$ cat config.mk
export PLATFORM = sky130hd
export DESIGN_NAME = hbw_tx_sectioner
export DESIGN_NICKNAME = d
export VERILOG_FILES = /design/src/rtl/hbw_tx_pkg.sv /design/src/rtl/hbw_tx_admit.sv /design/src/rtl/hbw_tx_section_gen.sv /design/src/rtl/hbw_tx_incomp.sv /design/src/rtl/hbw_tx_sectioner.sv
export SDC_FILE = /design/constraint.sdc
export NUM_CORES = 1
export LEC_CHECK = 0
export BUFFER_PORTS_ARGS = -buffer_cell sky130_fd_sc_hd__buf_2
export CORE_MARGIN = 3
export CORE_UTILIZATION = 55
export DETAILED_ROUTE_END_ITERATION = 8
export PLACE_DENSITY = 0.77
export SLEW_MARGIN = 20
export SYNTH_ARGS = -nofsm -noshare
export SYNTH_HDL_FRONTEND = slang
export SYNTH_SLANG_ARGS = --single-unit
$ cat constraint.sdc
create_clock -name clk -period 14 [get_ports clk]
set_clock_uncertainty 0.05 [all_clocks]
set_input_delay 2.8 -clock clk [delete_from_list [all_inputs] [get_ports clk]]
set_output_delay 2.8 -clock clk [all_outputs]
set_load 0.01 [all_outputs]
$ cat src/rtl/hbw_tx_pkg.sv
package hbw_tx_pkg;

  // Maps the multiplier field to the number of transactions per microframe.
  function automatic logic [1:0] xact_count(input logic [1:0] m1);
    case (m1)
      2'd0:    return 2'd1;
      2'd1:    return 2'd2;
      default: return 2'd3;
    endcase
  endfunction

endpackage

$ cat src/rtl/hbw_tx_admit.sv
module hbw_tx_admit #(
  parameter int MAX_PL = 1024,
  parameter int PL_W   = $clog2(MAX_PL + 1),
  parameter int LEN_W  = $clog2(3 * MAX_PL + 1)
) (
  input  logic [PL_W-1:0]  max_payload,
  input  logic [1:0]       mult_m1,
  input  logic [LEN_W-1:0] pkt_len,
  output logic [PL_W-1:0]  maxp_eff,
  output logic             fits
);
  import hbw_tx_pkg::*;

  localparam logic [PL_W-1:0] CAP = PL_W'(MAX_PL);

  logic [LEN_W-1:0] limit;

  always_comb begin
    maxp_eff = (max_payload > CAP) ? CAP : max_payload;
    limit    = LEN_W'(xact_count(mult_m1)) * LEN_W'(maxp_eff);
    fits     = (pkt_len <= limit);
  end

endmodule

$ cat src/rtl/hbw_tx_section_gen.sv
module hbw_tx_section_gen #(
  parameter int MAX_PL = 1024,
  parameter int PL_W   = $clog2(MAX_PL + 1),
  parameter int LEN_W  = $clog2(3 * MAX_PL + 1)
) (
  input  logic             clk,
  input  logic             rst,
  input  logic             load,
  input  logic [LEN_W-1:0] load_len,
  input  logic [PL_W-1:0]  load_maxp,
  input  logic             slot,
  input  logic             abort,
  output logic             busy,
  output logic             started,
  output logic             sec_valid,
  output logic [PL_W-1:0]  sec_len,
  output logic [1:0]       sec_idx,
  output logic             sec_last
);

  logic [LEN_W-1:0] rem;
  logic [PL_W-1:0]  maxp;
  logic [1:0]       idx;
  logic             final_sec;

  assign final_sec = (rem <= LEN_W'(maxp));

  always_ff @(posedge clk) begin
    if (rst) begin
      busy      <= 1'b0;
      started   <= 1'b0;
      rem       <= '0;
      maxp      <= '0;
      idx       <= '0;
      sec_valid <= 1'b0;
      sec_len   <= '0;
      sec_idx   <= '0;
      sec_last  <= 1'b0;
    end else begin
      sec_valid <= 1'b0;
      if (abort) begin
        busy    <= 1'b0;
        started <= 1'b0;
      end else if (load) begin
        busy    <= 1'b1;
        started <= 1'b0;
        rem     <= load_len;
        maxp    <= load_maxp;
        idx     <= '0;
      end else if (busy && slot) begin
        sec_valid <= 1'b1;
        sec_idx   <= idx;
        sec_last  <= final_sec;
        sec_len   <= final_sec ? rem[PL_W-1:0] : maxp;
        if (final_sec) begin
          busy    <= 1'b0;
          started <= 1'b0;
        end else begin
          rem     <= rem - LEN_W'(maxp);
          idx     <= idx + 2'd1;
          started <= 1'b1;
        end
      end
    end
  end

endmodule

$ cat src/rtl/hbw_tx_incomp.sv
module hbw_tx_incomp (
  input  logic clk,
  input  logic rst,
  input  logic abort,
  input  logic clr,
  output logic flag
);

  always_ff @(posedge clk) begin
    if (rst)        flag <= 1'b0;
    else if (abort) flag <= 1'b1;
    else if (clr)   flag <= 1'b0;
  end

endmodule

$ cat src/rtl/hbw_tx_sectioner.sv
module hbw_tx_sectioner #(
  parameter int MAX_PL = 1024,
  parameter int PL_W   = $clog2(MAX_PL + 1),
  parameter int LEN_W  = $clog2(3 * MAX_PL + 1)
) (
  input  logic             clk,
  input  logic             rst,
  input  logic             pkt_set,
  input  logic [LEN_W-1:0] pkt_len,
  input  logic [PL_W-1:0]  max_payload,
  input  logic [1:0]       mult_m1,
  input  logic             host_mode,
  input  logic             in_token,
  input  logic             uframe_start,
  input  logic             no_resp,
  input  logic             incomp_clr,
  output logic             sec_valid,
  output logic [PL_W-1:0]  sec_len,
  output logic [1:0]       sec_idx,
  output logic             sec_last,
  output logic             pkt_rdy,
  output logic             incomp_tx
);

  logic [PL_W-1:0] maxp_eff;
  logic            fits;
  logic            busy;
  logic            started;
  logic            accept;
  logic            abort;
  logic            slot;

  hbw_tx_admit #(.MAX_PL(MAX_PL), .PL_W(PL_W), .LEN_W(LEN_W)) u_admit (
    .max_payload (max_payload),
    .mult_m1     (mult_m1),
    .pkt_len     (pkt_len),
    .maxp_eff    (maxp_eff),
    .fits        (fits)
  );

  // A started packet that meets a new microframe or a missing response is lost.
  assign abort  = busy && started && (uframe_start || (host_mode && no_resp));
  assign accept = pkt_set && !busy && fits;
  assign slot   = in_token && !uframe_start;

  hbw_tx_section_gen #(.MAX_PL(MAX_PL), .PL_W(PL_W), .LEN_W(LEN_W)) u_gen (
    .clk       (clk),
    .rst       (rst),
    .load      (accept),
    .load_len  (pkt_len),
    .load_maxp (maxp_eff),
    .slot      (slot),
    .abort     (abort),
    .busy      (busy),
    .started   (started),
    .sec_valid (sec_valid),
    .sec_len   (sec_len),
    .sec_idx   (sec_idx),
    .sec_last  (sec_last)
  );

  hbw_tx_incomp u_flag (
    .clk   (clk),
    .rst   (rst),
    .abort (abort),
    .clr   (incomp_clr),
    .flag  (incomp_tx)
  );

  assign pkt_rdy = busy;

endmodule

=== Word-level counts from Yosys, hierarchy flattened ===
Index checks and enable logic that the tools add are counted.

* Add/subtract/negate cells: 2
* $mul: 1
* Magnitude comparators: 3
* Equality and inequality tests: 2
* Muxes and demuxes: 16
* Bitwise logic cells: 2
* Reductions and logical operators: 20

{| class="wikitable"
|+ Operator list
! kind !! count
|-
| 2-to-1 mux 12 bit || 3
|-
| 2-to-1 mux 11 bit || 2
|-
| less-or-equal comparator 12 x 11 -> 1 bit || 1
|-
| less-or-equal comparator 12 bit || 1
|-
| multiplier 2 x 11 -> 12 bit || 1
|-
| subtractor 12 x 11 -> 12 bit || 1
|-
| greater-than comparator 11 bit (second input constant) || 1
|-
| logical AND 1 bit || 7
|-
| 2-to-1 mux 1 bit || 7
|-
| 2-to-1 mux 2 bit || 3
|-
| AND reduction 3 bit || 2
|-
| nonzero test 2 bit || 3
|-
| case mux 2 bit (2 select lines) || 1
|-
| AND reduction 2 bit || 2
|-
| OR reduction 3 bit || 1
|-
| adder 2 x 1 -> 2 bit (second input constant) || 1
|-
| == test 2 x 1 -> 1 bit (second input constant) || 1
|-
| logical NOT 1 bit || 2
|-
| logical NOT 2 bit || 1
|-
| inequality test 2 bit (second input constant) || 1
|-
| NOT 1 bit || 2
|-
| OR reduction 2 bit || 1
|-
| logical OR 1 bit || 1
|}

* Bits in registers: 43
* Bits of input ports: 33
* Output and inout port bits: 17
* Word-level logic and storage cells: 56

=== Longest topological paths before layout ===
* Word-level depth: 7
* Gate-level depth with buffers: 22

=== Hierarchy ===
Synthesis repeated with hierarchy kept, for this count alone.

* Cell total of the unflattened synthesis: 441
* Area, all modules: 3,407.0 um2

{| class="wikitable"
|+ Modules (own cells, without submodules)
! module !! instances !! cells each !! area an instance (um2)
|-
| hbw_tx_section_gen || 1 || 298 || 2,404.8
|-
| hbw_tx_admit || 1 || 133 || 937.1
|-
| hbw_tx_incomp || 1 || 4 || 38.8
|-
| hbw_tx_sectioner || 1 || 6 || 26.3
|}

=== Worst setup path before layout ===
No wires, ideal clock.

* Path kind: input to register
* Start: input max_payload[3]
* End: register u_gen.rem[5]
* Library setup time: 119 ps
* Arrival: 6,603 ps
* Required time: 13,831 ps
* Setup slack: 7,228 ps
* Cell stages on the path: 19
* Buffers on the path: 0
* Path through: nor4_1 -> a31oi_1 -> nor2_1 -> nand2_1 -> inv_1 -> ha_1 -> a21o_1 -> a21oi_1 -> o21ai_1 -> or4_1 -> and3_1 -> a311oi_1 -> ha_1 -> nand4_1 -> nor3_1 -> a21boi_1 -> o31ai_2 -> nand2_1 -> o221a_1

* Longest elaborated chain between the ends: 7

{| class="wikitable"
|+ Ends and longest elaborated chain
! what !! line !! text
|-
| from (decl) || hbw_tx_sectioner.sv:10 || <nowiki>input logic [PL_W-1:0] max_payload,</nowiki>
|-
| greater-than comparator 11 bit || hbw_tx_admit.sv:19 || <nowiki>maxp_eff = (max_payload > CAP) ? CAP : max_payload;</nowiki>
|-
| 2-to-1 mux 11 bit (*) || hbw_tx_admit.sv:19 ||
|-
| multiplier 2 x 11 -> 12 bit (*) || hbw_tx_admit.sv:20 || <nowiki>limit = LEN_W'(xact_count(mult_m1)) * LEN_W'(maxp_eff);</nowiki>
|-
| less-or-equal comparator 12 bit (*) || hbw_tx_admit.sv:21 || <nowiki>fits = (pkt_len <= limit);</nowiki>
|-
| logical AND 1 bit (*) || hbw_tx_sectioner.sv:43 || <nowiki>assign accept = pkt_set && !busy && fits;</nowiki>
|-
| inequality test 2 bit (no line) or nonzero test 2 bit (tied branches) || -- ||
|-
| AND reduction 3 bit (no line) || -- ||
|-
| to (signal assigned) || hbw_tx_section_gen.sv:47 || <nowiki>rem <= load_len;</nowiki>
|-
| to (signal assigned) || hbw_tx_section_gen.sv:59 || <nowiki>rem <= rem - LEN_W'(maxp);</nowiki>
|-
| to (decl) || hbw_tx_section_gen.sv:21 || <nowiki>logic [LEN_W-1:0] rem;</nowiki>
|}

Mark *: on every way between the ends. The rest lies on a longest branch, timed or not.
A chain may end at the register's enable or synchronous reset.

=== Worst setup path after layout ===
* Start: input max_payload[3]
* End: register u_gen.rem[1]

The elaborated chain is that of the path after synthesis.

==> reports/qor.yml <==
crit_start: "max_payload[3]"
htreeDepth: 2
first_global_vias: 3076
start_kind: "input pin"
cp.arrival_ns: 7.84
dieHeight_um: 84.5
clock-sinks: 43
cp-end-kind: "flip-flop"
path_class: "input pin to flip-flop"
gp_congestion: 0.892
post_drt_wl_per_cell_um: 15.5
layout.nets: 522
post-route-drc-count: 0
regToRegStartpoint: "u_gen.rem[0]"
antennaDiodeCount: 0
clk_latency_ns: 0.31
syn_inst: 412
start_util_pct: 59.0
initialDrtViolationCount: 133
maxCapViolCount: 0
period_needed_ns: 7.67
final_layout_size_suffix_gt1_share_pct: 16.3
grt_max_degree: 28
status: "completed"
synth_top_family_by_area: "compound AO/OA/AOI/OAI gates"
fin_tns_setup_ns: 0
avgSynthCellArea_um2: 8.22
synth_ff_type: "dfxtp_1"
synth_compound_gate_area_share_pct: 26.0
syn_nets: 480
synth_area_um2: 3390
required_ns: 14.17
swShare_pct: 41.5
yosys_warnings: 0
synthMuxAreaShare_pct: 5.91
coreArea_um2: 5740
dpl.hpwl_um: 6610
synth_area_leader_cell: "dfxtp_1"
cts_tree: "done"
p_sw_mw: 0.181
synth.top_cells.by_area: "dfxtp_1, ha_1, a21oi_1"
vdd_drop_max_uv: 89.9
power.internal_mw: 0.255
maxSlewHeadroom_pct: 48.8
hold_violations: 0
io_buffer_count: 49
synth_xor_area_share_pct: 2.59
grt_overflow: 0
async_reset_ff_share_pct: 0
fmax_mhz: 130
cts_resized: 0
clk_pin_slew_worst_paths_ns: 0.10
pwr-share-comb_pct: 48.1
period_share_pct: 54.8
routed_via_density: 5.97
hold_class: "flip-flop to flip-flop"
cts_setup_buffers: 0
synth-seq-cells: 43
crit_path_max_fanout: 21
design_area_um2: 3770
synth_cell_types: 63
placed_area_um2: 3670
p_per_area_nw_per_um2: 116
num_rows: 27
dieArea_um2: 7140
worstHoldStart: "u_flag.flag"
die_w_um: 84.5
clkPwrFrac_pct: 19.4
io_pins: 50
rsz0062_at_grt: "false"
antenna_found_initial: 0
cts-buffers-inserted: 5
drv_slew: 0
area_growth_syn_to_layout_pct: 11.3
setup_violations: 0
worst_pin_slew_ns: 0.768
ant_nets: 0
ys_seq_area_share_pct: 25.4
synth_edf_count: 0
yosysTopAreaCellShare_pct: 25.4
synthSimpleGateAreaFrac_pct: 21.4
hold_buffers: 0
grt_pass1_wl_um: 13900
p_leak_nw: 1.61
num_vias: 3147
p_seq_share_pct: 32.5
fin_hold_ws_ns: 0.440
cts-root-buf: "clkbuf_8"
clk_path_buf_depth: 2
drtPass1Iterations: 4
postRouteWirelength_um: 8160
synth-adder-area-share_pct: 13.4
track_usage_pct: 23.5
-- power groups by stage --
stage	Clock (mW)	Sequential [mW]	Combinational [mW]
2_1_floorplan	0	0.144	0.167
3_3_place_gp	0	0.144	0.202
3_5_place_dp	0	0.145	0.208
4_1_cts	0.0866	0.142	0.209
5_1_grt	0.0903	0.144	0.235
6_report	0.0848	0.142	0.210
-- path summary, 6_finish.rpt --
path | to | depth (start not counted) | slack (ns)
worst max register to register | u_gen.rem[2] | 9 | 11.01
worst min-delay path | u_flag.flag | 2 | 0.44
worst max-delay path | u_gen.rem[1] | 19 | 6.33
worst min register to register | u_flag.flag | 2 | 0.44
-- routing by layer --
| layer | global-route usage (%) | routed length, µm | vias up |
|---|---|---|---|
| met5 | 0 | 0 | - |
| met4 | 5.47 | 74 | 0 |
| met3 | 4.02 | 416 | 6 |
| met2 | 41.0 | 4040 | 76 |
| met1 | 30.2 | 3630 | 1455 |
| li1 | - | - | 1610 |
-- registers in the layout (all words and copies together) (netlist names) --
| name | flops |
|---|---|
| u_gen.sec_last | 1 |
| u_flag.flag | 1 |
| u_gen.busy | 1 |
| u_gen.sec_len | 11 |
| u_gen.sec_idx | 2 |
| u_gen.sec_valid | 1 |
| u_gen.started | 1 |
| u_gen.idx | 2 |
| u_gen.maxp | 11 |
| u_gen.rem | 12 |
-- synthesized netlist by cell type, types with 2 or more instances --
master	count
a31oi_1	2
o21a_1	6
and2_1	21
nand2b_1	3
and3_1	3
or4_1	3
dfxtp_1	43
nor4_1	4
nand3_1	7
o31a_1	2
inv_1	27
o31ai_1	9
nor3_1	12
buf_6	2
mux2i_1	20
o21ai_0	32
a21o_1	2
a211oi_1	6
buf_2	3
nor2_1	32
o22ai_1	2
ha_1	33
xor2_1	5
nand2_1	14
o211ai_1	3
xnor2_1	5
nor2b_1	5
nand4_1	12
o21ai_1	3
a21oi_1	44
o32ai_1	2
fa_1	2
a22oi_1	2
o311ai_0	2
clkbuf_1	11
-- metrics by stage --
stage                     power [mW]  util (%)  instances  setup slack [ns]
after global routing           0.469      65.6        527              5.75
after floorplan                0.311         -        412              7.23
after global placement         0.346      63.8        519              6.01
after CTS                      0.437      65.5        527              6.13
after detailed placement       0.353      63.8        519              5.80
final                          0.437      65.6        527              6.33
-- cells in the final DEF, fill, tap and decap left out, drive strengths merged, types with 2 or more instances in the layout --
| master | n |
|---|---|
| nor3 | 12 |
| nand2b | 4 |
| o22ai | 2 |
| a21oi | 46 |
| nand2 | 14 |
| a22oi | 2 |
| a21o | 3 |
| nand3 | 7 |
| o21a | 6 |
| o21ai | 35 |
| ha | 33 |
| a21boi | 3 |
| nor4 | 5 |
| dfxtp | 43 |
| o31a | 2 |
| o31ai | 10 |
| nor2 | 32 |
| a31oi | 3 |
| a211oi | 7 |
| nand4 | 13 |
| o311ai | 3 |
| xor2 | 5 |
| o32ai | 2 |
| or4 | 3 |
| nor2b | 5 |
| inv | 29 |
| clkbuf | 5 |
| and3 | 3 |
| o211ai | 4 |
| xnor2 | 5 |
| buf | 51 |
| mux2i | 20 |
| and2 | 21 |
| fa | 2 |
-- critical path, stage by stage --
cell       delay (ns)
buf_2            0.12
nor4_1           0.28
a31oi_1          0.14
nor2_1           0.36
and2_1           0.20
ha_1             0.26
nor2b_1          0.14
o21a_1           0.19
o211ai_1         0.19
nand3_1          0.13
a2111oi_0        0.45
a211oi_1         0.13
ha_1             0.31
nand4_1          0.16
nor3_1           0.33
a21boi_1         0.37
o31a_1           0.64
o21ai_0          0.31
o32ai_1          0.32
-- kinds of logic (layout without fill, tap and decap cells) --
group,count (synthesis),in the layout
flops,43,43
buf+inv,43,86
simple gates,127,127
xor+xnor,10,10
compound gates,134,134
mux,20,20
fa+ha+maj,35,35
-- cell type report --
class / instances / area (µm²)
clock buffer: 5 / 68.8
clock inverter: 3 / 26.3
fill: 532 / 1970
inverter: 27 / 101
multi-input combinational: 326 / 2360
sequential: 43 / 861
tap: 72 / 90.1
timing repair buffer: 51 / 260
(Power assumes the default switching activity.)
